[src/rtl/dma_irq_pkg.sv]
package dma_irq_pkg;

  // Fixed bit positions of the interrupt sources.
  localparam int EOB_BIT      = 0;
  localparam int EVWR_BIT     = 1;
  localparam int DESC_RD_BIT  = 9;
  localparam int DATA_RD_BIT  = 10;
  localparam int DATA_WR_BIT  = 11;
  localparam int BAD_DESC_BIT = 14;

  // Register offsets.
  localparam int OFS_MODE = 'h004;
  localparam int OFS_STAT = 'h100;
  localparam int OFS_CLR  = 'h108;
  localparam int OFS_EN   = 'h110;

  localparam int MODE_WIRED = 1;

  localparam logic [31:0] SRC_MASK = (32'd1 << EOB_BIT) | (32'd1 << EVWR_BIT) |
                                     (32'd1 << DESC_RD_BIT) | (32'd1 << DATA_RD_BIT) |
                                     (32'd1 << DATA_WR_BIT) | (32'd1 << BAD_DESC_BIT);

  // Strobes from control to datapath.
  typedef struct packed {
    logic applyClear;
    logic loadEnable;
  } dpStrobe_t;

endpackage

[src/rtl/dma_irq_datapath.sv]
module dma_irq_datapath
  import dma_irq_pkg::*;
#(
  parameter int ADDR_W = 12,
  parameter int DATA_W = 32,
  parameter int STAT_W = 16,
  parameter int MODE_W = 4
) (
  input  logic              clk,
  input  logic              rstN,
  input  dpStrobe_t         strb,
  input  logic [STAT_W-1:0] wrBits,
  input  logic [STAT_W-1:0] srcRaw,
  input  logic [ADDR_W-1:0] rdAddr,
  input  logic [MODE_W-1:0] modeVal,
  output logic [STAT_W-1:0] cause,
  output logic [DATA_W-1:0] rdData
);

  localparam logic [STAT_W-1:0] IMPL = STAT_W'(SRC_MASK);

  logic [STAT_W-1:0] statusQ;
  logic [STAT_W-1:0] enableQ;

  for (genvar b = 0; b < STAT_W; b++) begin : g_bit
    if (IMPL[b]) begin : g_live
      logic stBit;
      logic enBit;
      always_ff @(posedge clk or negedge rstN) begin
        if (!rstN) begin
          stBit <= 1'b0;
          enBit <= 1'b0;
        end else begin
          // set has priority over clear
          stBit <= (stBit & ~(strb.applyClear & wrBits[b])) | srcRaw[b];
          if (strb.loadEnable) enBit <= wrBits[b];
        end
      end
      assign statusQ[b] = stBit;
      assign enableQ[b] = enBit;
    end else begin : g_dead
      logic unusedIn;
      assign unusedIn   = srcRaw[b] ^ wrBits[b];
      assign statusQ[b] = 1'b0;
      assign enableQ[b] = 1'b0;
    end
  end

  assign cause = statusQ & enableQ;

  always_comb begin
    rdData = '0;
    if (rdAddr == ADDR_W'(OFS_STAT))      rdData = DATA_W'(statusQ);
    else if (rdAddr == ADDR_W'(OFS_EN))   rdData = DATA_W'(enableQ);
    else if (rdAddr == ADDR_W'(OFS_MODE)) rdData = DATA_W'(modeVal);
  end

  logic [STAT_W-1:0] srcHit;
  logic [STAT_W-1:0] clrBits;
  assign srcHit  = srcRaw & IMPL;
  assign clrBits = wrBits & IMPL;


  status_sticky_chk: assert property (@(posedge clk) disable iff (!rstN)
    !strb.applyClear |=> ((statusQ & $past(statusQ)) == $past(statusQ)));


  set_wins_chk: assert property (@(posedge clk) disable iff (!rstN)
    (srcHit != '0) |=> ((statusQ & $past(srcHit)) == $past(srcHit)));


  clear_takes_chk: assert property (@(posedge clk) disable iff (!rstN)
    (strb.applyClear && srcHit == '0) |=> ((statusQ & $past(clrBits)) == '0));


  enable_hold_chk: assert property (@(posedge clk) disable iff (!rstN)
    !strb.loadEnable |=> $stable(enableQ));

endmodule

[src/rtl/dma_irq_ctrl.sv]
module dma_irq_ctrl
  import dma_irq_pkg::*;
#(
  parameter int ADDR_W = 12,
  parameter int STAT_W = 16,
  parameter int MODE_W = 4
) (
  input  logic              clk,
  input  logic              rstN,
  input  logic              wrEn,
  input  logic [ADDR_W-1:0] wrAddr,
  input  logic [MODE_W-1:0] modeWrData,
  input  logic [STAT_W-1:0] cause,
  output dpStrobe_t         strb,
  output logic [MODE_W-1:0] modeVal,
  output logic              irqLine,
  output logic              msgValid,
  output logic [STAT_W-1:0] msgCause
);

  logic [MODE_W-1:0] modeQ;
  logic              prevNz;
  logic              causeNz;
  logic              wired;
  logic              modeWr;

  assign modeWr          = wrEn && (wrAddr == ADDR_W'(OFS_MODE));
  assign strb.applyClear = wrEn && (wrAddr == ADDR_W'(OFS_CLR));
  assign strb.loadEnable = wrEn && (wrAddr == ADDR_W'(OFS_EN));

  always_ff @(posedge clk or negedge rstN) begin
    if (!rstN) begin
      modeQ  <= '0;
      prevNz <= 1'b0;
    end else begin
      if (modeWr) modeQ <= modeWrData;
      prevNz <= causeNz;
    end
  end

  assign causeNz  = |cause;
  assign wired    = (modeQ == MODE_W'(MODE_WIRED));
  assign modeVal  = modeQ;
  assign irqLine  = wired & causeNz;
  assign msgValid = ~wired & causeNz & ~prevNz;
  assign msgCause = msgValid ? cause : '0;


  msg_single_pulse_chk: assert property (@(posedge clk) disable iff (!rstN)
    msgValid |=> !msgValid);


  msg_carries_cause_chk: assert property (@(posedge clk) disable iff (!rstN)
    msgValid |-> (msgCause != '0));


  wired_no_msg_chk: assert property (@(posedge clk) disable iff (!rstN)
    (modeQ == MODE_W'(MODE_WIRED)) |-> !msgValid);


  outputs_exclusive_chk: assert property (@(posedge clk) disable iff (!rstN)
    !(irqLine && msgValid));


  mode_hold_chk: assert property (@(posedge clk) disable iff (!rstN)
    !modeWr |=> $stable(modeQ));

endmodule

[src/rtl/dma_irq_status_ctrl.sv]
module dma_irq_status_ctrl
  import dma_irq_pkg::*;
#(
  parameter int ADDR_W = 12,
  parameter int DATA_W = 32,
  parameter int STAT_W = 16,
  parameter int MODE_W = 4
) (
  input  logic              clk,
  input  logic              rstN,
  input  logic              wrEn,
  input  logic [ADDR_W-1:0] wrAddr,
  input  logic [DATA_W-1:0] wrData,
  input  logic [ADDR_W-1:0] rdAddr,
  output logic [DATA_W-1:0] rdData,
  input  logic [STAT_W-1:0] srcRaw,
  output logic              irqLine,
  output logic              msgValid,
  output logic [STAT_W-1:0] msgCause
);

  dpStrobe_t         strb;
  logic [STAT_W-1:0] cause;
  logic [MODE_W-1:0] modeVal;
  logic              unusedWrHi;

  assign unusedWrHi = ^wrData[DATA_W-1:STAT_W];

  dma_irq_ctrl #(
    .ADDR_W(ADDR_W), .STAT_W(STAT_W), .MODE_W(MODE_W)
  ) ctrl_i (
    .clk(clk), .rstN(rstN), .wrEn(wrEn), .wrAddr(wrAddr),
    .modeWrData(wrData[MODE_W-1:0]), .cause(cause), .strb(strb),
    .modeVal(modeVal), .irqLine(irqLine), .msgValid(msgValid),
    .msgCause(msgCause)
  );

  dma_irq_datapath #(
    .ADDR_W(ADDR_W), .DATA_W(DATA_W), .STAT_W(STAT_W), .MODE_W(MODE_W)
  ) dp_i (
    .clk(clk), .rstN(rstN), .strb(strb), .wrBits(wrData[STAT_W-1:0]),
    .srcRaw(srcRaw), .rdAddr(rdAddr), .modeVal(modeVal), .cause(cause),
    .rdData(rdData)
  );

endmodule

[config.mk]
export PLATFORM = sky130hd
export DESIGN_NAME = dma_irq_status_ctrl
export DESIGN_NICKNAME = d
export VERILOG_FILES = /design/src/rtl/dma_irq_pkg.sv /design/src/rtl/dma_irq_datapath.sv /design/src/rtl/dma_irq_ctrl.sv /design/src/rtl/dma_irq_status_ctrl.sv
export SDC_FILE = /design/constraint.sdc
export NUM_CORES = 1
export LEC_CHECK = 0
export BUFFER_PORTS_ARGS = -buffer_cell sky130_fd_sc_hd__clkbuf_2
export CORE_UTILIZATION = 32
export DETAILED_ROUTE_END_ITERATION = 8
export MAX_ROUTING_LAYER = met4
export PLACE_DENSITY_LB_ADDON = 0.1
export SLEW_MARGIN = 15
export SYNTH_ARGS = -nofsm -noshare
export SYNTH_HDL_FRONTEND = slang
export SYNTH_SLANG_ARGS = --single-unit
[constraint.sdc]
create_clock -name clk -period 1.1 [get_ports clk]
set_input_delay 0.11 -clock clk [delete_from_list [all_inputs] [get_ports clk]]
set_output_delay 0.11 -clock clk [all_outputs]
set_load 0.01 [all_outputs]
==> results of run 1 <==
[registers in the layout (all words and copies together), names as in the netlist]
signal / cells
ctrl_i.prevNz: 1
dp_i.g_bit.g_live.enBit: 6
ctrl_i.modeVal: 4
dp_i.g_bit.g_live.stBit: 6
[power by group]
group,internal (mW),switching [mW],leakage [nW]
logic,0.112,0.150,0.797
clock network,0.256,0.191,0.0228
registers,0.628,0.00159,0.206
total,0.996,0.343,1.03
[routing by layer]
layer / up-vias / share of wire (%) / track usage, % / routed length, um
met5: - / 0 / - / 0
met4: 0 / 0.92 / 5.00 / 27
li1: 563 / - / - / -
met1: 521 / 44 / 18.4 / 1290
met3: 2 / 5.4 / 1.58 / 158
met2: 57 / 50 / 27.4 / 1470
[worst max-delay path: cells and delay by family (launching register included)]
family	cells	cell delay (ps)
simple gates	3	650
flops	1	400
buf+inv	1	120
[logic make-up after synthesis]
kind of cell | share of synthesized area, %
other | 0.299
AND/OR/NAND/NOR | 23.4
multiplexers | 14.0
buffers and inverters | 23.0
AO/OA/AOI/OAI | 5.38
flip-flops | 33.9
[placed cells by master, fill, tap and decap left out, types with 2 or more instances in the layout]
cell / n
a22oi_2: 4
a31oi_1: 4
a31oi_4: 2
and3_4: 2
buf_2: 6
buf_4: 22
buf_6: 13
clkbuf_2: 41
clkbuf_8: 3
conb_1: 34
dfrtp_1: 17
inv_1: 7
mux2_4: 12
mux2i_1: 4
nand2_1: 6
nor2_1: 13
nor2_2: 2
nor2_4: 5
nor2b_1: 2
nor4_4: 4
[cell type report]
type / count / area [um2]
inverter: 7 / 26.3
timing repair buffer: 83 / 557
sequential: 17 / 425
fill: 361 / 1740
multi-input combinational: 108 / 863
clock buffer: 4 / 45.0
tap: 48 / 60.1
[worst paths after layout]
kind / startpoint / end / slack, ps / cells past startpoint
setup / recovery: ctrl_i.modeVal[2] / msgCause[14] / -420 / 4
hold / removal: wrData[9] / dp_i.g_bit[9].g_live.stBit / 70 / 2
setup reg to reg: dp_i.g_bit[11].g_live.enBit / ctrl_i.prevNz / 90 / 3
hold reg to reg: dp_i.g_bit[9].g_live.stBit / dp_i.g_bit[9].g_live.stBit / 580 / 2
max in group asynchronous: rstN / dp_i.g_bit[0].g_live.stBit / 470 / 2
min in group asynchronous: rstN / dp_i.g_bit[9].g_live.stBit / 330 / 2
[per-stage QoR]
stage               setup slack [ps]  utilization [%]  power [mW]  hold slack [ps]  cell area [um2]
CTS                             -463             50.9        1.35             61.2             1890
floorplan                       -452                -       0.850             -186             1480
detailed placement              -571             45.8       0.867             73.9             1700
finish                          -425             53.2        1.34             70.1             1980
global route                    -503             53.2        1.42             64.9             1980
global placement                -544             45.8       0.864             64.5             1700
[what timing repair did]
action                                  CTS  global route
endpoints found under the setup margin   32            32
buffers inserted                          4             1
pin swaps                                20            16
resized for setup                        21            28
hold buffers                              1             0
endpoints found under the hold margin    17             0
==> results.md, run 1 <==
- Outcome: finished, violations left
- Failing checks: setup timing
- GRT overflow: 0
- Routability cong.: 0.785
- Share of cells above drive strength 1: 55.7%
- CTS H-Tree Depth: 1
- # port buffers: 56
- Sequential area share after synthesis: 33.9%
- Leading area contributor after synthesis: dfrtp_1
- TritonRoute pass-1 iters: 3
- Ant diodes: 0
- Die extent in y: 64.6 um
- Wirelength per Cell: 11.0 um
- Post-route worst setup slack: -425 ps
- Setup tns final: -8020 ps
- DRT antenna net count: 0
- Final cell count without fillers: 267
- Worst vdd ir: between 0.0004 and 0.0005 V
- CTS root buffer: clkbuf_8
- Top cells by area, synth: dfrtp_1, buf_4, mux2_2
- DP Cell Count: 258
- Asr flop ratio synth: 100%
- Final Slew Violations: 0
- Number of synthesized flops with an enable pin: 0
- Initial core utilization: 33.8%
- Cell Rows: 22
- Syn-to-layout area delta: 57.5%
- Clock-pin slew on the worst setup and hold paths: roughly 60 ps
- Worst Skew: 2.72 ps
- Clock Latency Late Sink: 240 ps
- Synth Register Bits: 17
- Final nets: 295
- Routed Wire Length: 2940 um
- DIE WIDTH: 64.6 um
- Final setup viols: 32
- HP Class: in -> reg
- DR vias: 1,143
- Max_cap viols: 0
- CP max stage cell: dfrtp_1
- DP HPWL: between 2000 and 2500 um
- PwrDens: 677 nW/um2
- Fmax: 0.656 GHz
- I/O Pins: 125
- GRT Total Usage: between 15 and 20%
- Synth cell count leaders: buf_4, nor2_1, dfrtp_1
- Fin. Hold Viols: 0
- DR vias/cell: 4.28
- Number of global-route vias before repair: 1,129
- Mapped Area: 1250 um2
- Clock tree buffer depth: 2
- Dominant cell by count in the synthesized netlist: buf_4
- Top fanout value on the critical path: 7
- Total of warnings raised by yosys: 0
- Die area: 4180 um2
- CTS tree: built
- # clock sinks: 17
- Crit Path Class: reg -> out
- CP Capture Type: primary output
- Unique masters post-synth: 28
- Unrepaired setup endpoints after global routing: yes
- Largest net degree at the start of global routing: 18
- Initial DRC Count: 13
- Period utilization: 139%
- Avg Cell Area, Syn: a little over 9 um2
- Top-area cell type share of the netlist area: 33.9%
- Drc violations: 0
- Core Region: 3720 um2
- Critical Path Max Stage Delay: about 400 ps
- CP required: just under 1000 ps
- Min Tclk post-route: approximately 1500 ps
- WP data arrival: 1410 ps
- Initial antenna violation count: 0
- TritonCTS buffer count: 3
- Global-route wire length before repair: just under 5000 um
- Cell Chain, Critical Path: nor4b_4, or2_4, nor2_4, buf_6
- CP Launch Type: register
- Most common flop cell mapped by yosys: dfrtp_1
- Synth Instances: 135
- Leakage: 1.03 nW
Power figures use the tool's default switching activity.
==> inputs of run 2 (changes only) <==
- ABC_AREA: not set -> 1
- CORE_UTILIZATION: 32 -> 33
==> results.md, run 2 <==
- Number of synthesized flops with an enable pin: 0
- Top fanout value on the critical path: 3
- Period utilization: 140%
- NetSw: 0.358 mW
- CP Capture Type: primary output
- GRT overflow: 0
- Initial DRC Count: 41
- Min Tclk post-route: 1530 ps
- Wirelength per Cell: approximately 9 um
- Routability cong.: ~0.78
- Fmax: 0.651 GHz
- Logic pwr share: 17.1%
- Wire length on met3: 164 um
- # port buffers: 56
- CTS root buffer: clkbuf_8
- Post-route worst setup slack: -435 ps
- Hold path startpoint: srcRaw[10]
- Initial core utilization: 35.4%
- Max_cap viols: 0
- Worst Skew: 4.40 ps
- WP data arrival: 1420 ps
- Clock Latency Late Sink: between 200 and 300 ps
- CP Launch Point: dp_i.g_bit[9].g_live.enBit
- Fill cell instance count of the final layout: between 300 and 400
- Unique masters post-synth: 23
- Synth Instances: 191
- Core Region: around 3800 um2
- Final setup viols: 15
- Largest net degree at the start of global routing: 18
- Ant diodes: 0
- Synth cell count leaders: nand2_1, buf_4, nor2_1
- DR vias/cell: 4.01
- DP HPWL: 2320 um
- Number of global-route vias before repair: 1,120
- Most frequent cells in the layout: clkbuf_2, conb_1, nand2_1
- GRT Total Usage: 14.4%
- # clock sinks: 17
- Unrepaired setup endpoints after global routing: yes
- Dominant cell by count in the synthesized netlist: nand2_1
- Share of cells above drive strength 1: between 40 and 50%
- Top cells by area, synth: dfrtp_1, buf_4, nand2_1
- PwrDens: about 660 nW/um2
- DRT antenna net count: 0
- DR top layer: met4
- Net Sw Frac: 27.1%
- Global-route wire length before repair: 4590 um
- Outcome: finished, violations left
- DIE WIDTH: 65.6 um
- Die area: 4310 um2
- Worst vdd ir: 0.000379 V
- Final Slew Violations: 0
- Top-area cell type share of the netlist area: 31.8%
- Clock tree buffer depth: 2
- Dpl cell area: approximately 1700 um2
- CTS H-Tree Depth: 1
- Fin. Hold Viols: 0
- Mapped Area: 1340 um2
- Internal power: 0.965 mW
- TritonRoute pass-1 iters: 6
- Syn-to-layout area delta: 49.3%
- Final nets: 359
- Worst hold slack: ~33 ps
- Cell Rows: 22
- Post-route cell area: 2000 um2
- Sequential area share after synthesis: a little under a third
- Setup tns final: -3800 ps
- Clock-pin slew on the worst setup and hold paths: 70 ps
- Most common flop cell mapped by yosys: dfrtp_1
- Leading area contributor after synthesis: dfrtp_1
- Reg2Reg Launch Point: dp_i.g_bit[9].g_live.enBit
- Clock power frac: 35.4%
- Avg Cell Area, Syn: 7.00 um2
- Drc violations: 0
- HP Class: in -> reg
- CP required: a little under 1000 ps
- Initial antenna violation count: 0
- Sequential Power Share: 47.5%
- Crit Path Class: reg -> out
- Leakage: 1.13 nW
- TritonCTS buffer count: 3
- Asr flop ratio synth: 100%
- M1 wire length: 1310 um
- Met2 Routed Length: 1460 um
- Commonest non-fill, non-tap cell in the layout: clkbuf_2
- CTS tree: built
- DR vias: ~1,300
- Synth Register Bits: 17
- CP Launch Type: register
- Routed Wire Length: 2960 um
- Total of warnings raised by yosys: 0
- Setup slack, reg-to-reg: approximately 120 ps
- I/O Pins: roughly 130
- Failing checks: setup timing
- Die extent in y: 65.6 um
## run 2: cell types whose count changed after synthesis, moves of 5 or more
cell	change
nand2_1	+37
inv_1	+20
mux2_2	-12
o21ai_0	+10
nor2_1	+8
nand3_1	+7
o21ai_2	+6
a31oi_1	-5
## run 2: power by group through the flow
stage               logic, mW  clock network (mW)  registers [mW]
floorplan               0.193                   0           0.641
global placement        0.205                   0           0.640
detailed placement      0.205                   0           0.640
CTS                     0.215               0.483           0.628
global route            0.255               0.521           0.628
finish                  0.226               0.468           0.629
## run 2: path summary, 6_finish.rpt
check / to / depth (start not counted)
setup / recovery: irqLine / 7
hold / removal: dp_i.g_bit[10].g_live.stBit / 3
setup reg to reg: ctrl_i.prevNz / 4
hold reg to reg: dp_i.g_bit[0].g_live.stBit / 2
max in group asynchronous: ctrl_i.modeVal[2] / 2
min in group asynchronous: dp_i.g_bit[14].g_live.enBit / 2
## run 2: cells by family (layout without fill, tap and decap cells)
kind of cell           count (synthesis)  count (layout)  synth area share [%]
other                                  1              34                 0.281
and+or+nand+nor                       92              92                  31.1
DFF                                   17              17                  31.8
buffers and inverters                 62             121                  27.5
AOI/OAI and AO/OA                     19              19                  9.27
## run 2: metrics by stage
| step | setup WS (ps) | util (%) | total power [mW] | cells |
|---|---|---|---|---|
| floorplan | 25.2 | - | 0.833 | 224 |
| global placement | -178 | 45.5 | 0.845 | 317 |
| detailed placement | -199 | 45.5 | 0.846 | 317 |
| CTS | -348 | 49.2 | 1.33 | 325 |
| global route | -497 | 52.9 | 1.40 | 331 |
| finish | -435 | 52.9 | 1.32 | 331 |
## run 2: worst max-delay path: stages, from the launching register on
cell and delay (ps):
dfrtp_1 400, nand2_1 90, nand2_1 70, nor2_2 160, buf_4 130, buf_4 90, a31oi_2 80, buf_2 150
## run 2: metal layers
| metal | vias up | global-route usage [%] |
|---|---|---|
| met5 | - | - |
| met4 | 0 | 5.71 |
| met3 | 2 | 1.91 |
| met2 | 56 | 24.4 |
| met1 | 564 | 17.3 |
| li1 | 704 | - |
## run 2: what timing repair did
action | CTS | global route
setup endpoints to repair | 16 | 16
endpoints found under the hold margin | 17 | 0
pin swaps | 14 | 11
buffers inserted | 4 | 6
hold buffers | 1 | 0
gates resized for setup | 18 | 33
## run 2: cell type report
class                   instances  area, um2  share of cell area [%]
clock buffers                   3       41.3                    2.07
clock inverters                 1       5.00                   0.251
inverters                      27        101                    5.08
multi-input cells             145        783                    39.2
flip-flops and latches         17        425                    21.3
well taps                      48       60.1                    3.01
repair buffers                 90        579                    29.0
==> inputs of run 3 (changes only) <==
==> constraint.sdc (replaced) <==
create_clock -name clk -period 1.1 [get_ports clk]
set_input_delay 0.165 -clock clk [delete_from_list [all_inputs] [get_ports clk]]
set_output_delay 0.165 -clock clk [all_outputs]
set_load 0.01 [all_outputs]
==> results.md, run 3 (synthesis results as in run 2) <==
- Outcome: finished, violations left
- Failing checks: setup timing
- Clock Latency Late Sink: 270 ps
- DP Cell Count: 314
- Cell family with most CP delay: simple AND/OR/NAND/NOR gates
- TritonCTS buffer count: 3
- Syn-to-layout area delta: 47.1%
- Clock-pin slew on the worst setup and hold paths: ~80 ps
- Routability cong.: 0.800
- Number of global-route vias before repair: 1,171
- Setup tns final: -4170 ps
- Most frequent cells in the layout: clkbuf_2, conb_1, nand2_1
- Setup slack, reg-to-reg: 200 ps
- Critical Path Max Stage Delay: 400 ps
- # port buffers: 56
- PwrDens: 693 nW/um2
- Clock tree buffer depth: 2
- Ant diodes: 0
- CP Capture Type: primary output
- Crit Path Class: reg -> out
- DRT antenna net count: 0
- TritonRoute pass-1 iters: 4
- Max_cap viols: 0
- Reg2Reg Launch Point: dp_i.g_bit[9].g_live.enBit
- Final setup viols: 16
- CP max stage cell: dfrtp_1
- CTS root buffer: clkbuf_8
- Core Region: about 3800 um2
- Die extent in y: approximately 66 um
- Worst vdd ir: 0.000400 V
- HP Class: in -> reg
- Critical path depth in cells: 7
- Worst Skew: approximately 8.2 ps
- Reg-to-reg endpoint: ctrl_i.prevNz
- CTS tree: built
- WP data arrival: ~1300 ps
- Net Sw Frac: just under 30%
- R2R depth: 4
- Drc violations: 0
- # clock sinks: 17
- DR vias: 1,318
- I/O Pins: 125
- DR vias/cell: 4.04
- GRT overflow: 0
- Sequential Power Share: between 40% and 50%
- Fmax: 0.669 GHz
- Worst Hold End: dp_i.g_bit[11].g_live.stBit
- Share of cells above drive strength 1: 48.2%
- CTS H-Tree Depth: 1
- Initial antenna violation count: 0
- Hold path startpoint: srcRaw[11]
- Logic pwr share: 17.4%
- CP required: 940 ps
- Period utilization: 136%
- GRT Total Usage: 15.2%
- Commonest non-fill, non-tap cell in the layout: clkbuf_2
- DIE WIDTH: 65.6 um
- Min-Delay Path Depth: 3
- Final nets: 354
- Cell Chain, Critical Path: nand2_1, nand2_2, nor2_4, nand3_2, nand3_4, nor2_1, clkbuf_2
- Fin. Hold Viols: 0
- Cell Rows: 22
- Final cell count without fillers: around 330
- DP HPWL: 2370 um
- NetSw: around 0.39 mW
- Initial DRC Count: 29
- Wirelength per Cell: 9.36 um
- Routed Wire Length: 3050 um
- Initial core utilization: 35.4%
- Clock power frac: 36.5%
- Post-route worst setup slack: -395 ps
- CP Launch Type: register
- Top fanout value on the critical path: 7
- Internal power: around 0.97 mW
- Unrepaired setup endpoints after global routing: yes
- Leakage: 1.10 nW
- Final Slew Violations: 0
- Die area: between 4000 and 5000 um2
- Worst hold slack: 76.5 ps
- Final Util: 52.1%
- Largest net degree at the start of global routing: 18
- Min Tclk post-route: around 1500 ps
- Global-route wire length before repair: 4780 um
- Buf/Inv on CP: 1
[run 3: cell count changes in the layout (fill, tap and decap cells not counted), sizes merged]
cell	delta
clkbuf	-1
buf	-4
[run 3: stage by stage]
stage	total power, mW	cell area, um2	setup WS (ps)
after detailed placement	0.847	1700	-255
final	1.36	1970	-395
after CTS	1.36	1840	-414
after floorplan	0.834	1470	29.8
after global placement	0.845	1700	-256
after global routing	1.44	1970	-481
[run 3: final cells by class]
type                            instances  area [um2]
Sequential cell                        17         425
Clock inverter                          1        5.00
Multi-Input combinational cell        145         802
Clock buffer                            3        41.3
Fill cell                             404        1810
Tap cell                               48        60.1
Inverter                               27         101
Timing Repair Buffer                   85         531
[run 3: worst max path at each step]
stage	from	slack, ps	to
2_1_floorplan	dp_i.g_bit[14].g_live.enBit	30	msgValid
3_3_place_gp	rdAddr[3]	-260	rdData[1]
3_5_place_dp	rdAddr[3]	-250	rdData[1]
4_1_cts	dp_i.g_bit[11].g_live.enBit	-410	msgCause[9]
5_1_grt	dp_i.g_bit[9].g_live.enBit	-480	msgCause[14]
6_report	dp_i.g_bit[9].g_live.enBit	-400	msgCause[9]
[run 3: power by group through the flow]
stage / Clock, mW / Combinational (mW) / Sequential [mW]
after global placement: 0 / 0.204 / 0.640
after detailed placement: 0 / 0.206 / 0.640
after global routing: 0.540 / 0.268 / 0.628
after floorplan: 0 / 0.193 / 0.641
final: 0.498 / 0.237 / 0.628
after CTS: 0.514 / 0.216 / 0.628
[run 3: per-layer routing]
metal	global-route usage, %	share of wire [%]
met2	26.0	49
met1	17.5	44
met4	8.15	2.4
met5	-	0
met3	1.04	4.6
[run 3: timing repair]
action,in CTS,in global routing
setup endpoints to repair,16,16
buffers inserted,3,5
pin swaps,13,12
hold buffers,1,0
resized for setup,23,35
endpoints found under the hold margin,17,0
[run 3: tightest hold or removal path: cells and delay by family]
kind / cells / cell delay, ps
buffers and inverters: 2 / 100
and+or+nand+nor: 1 / 50
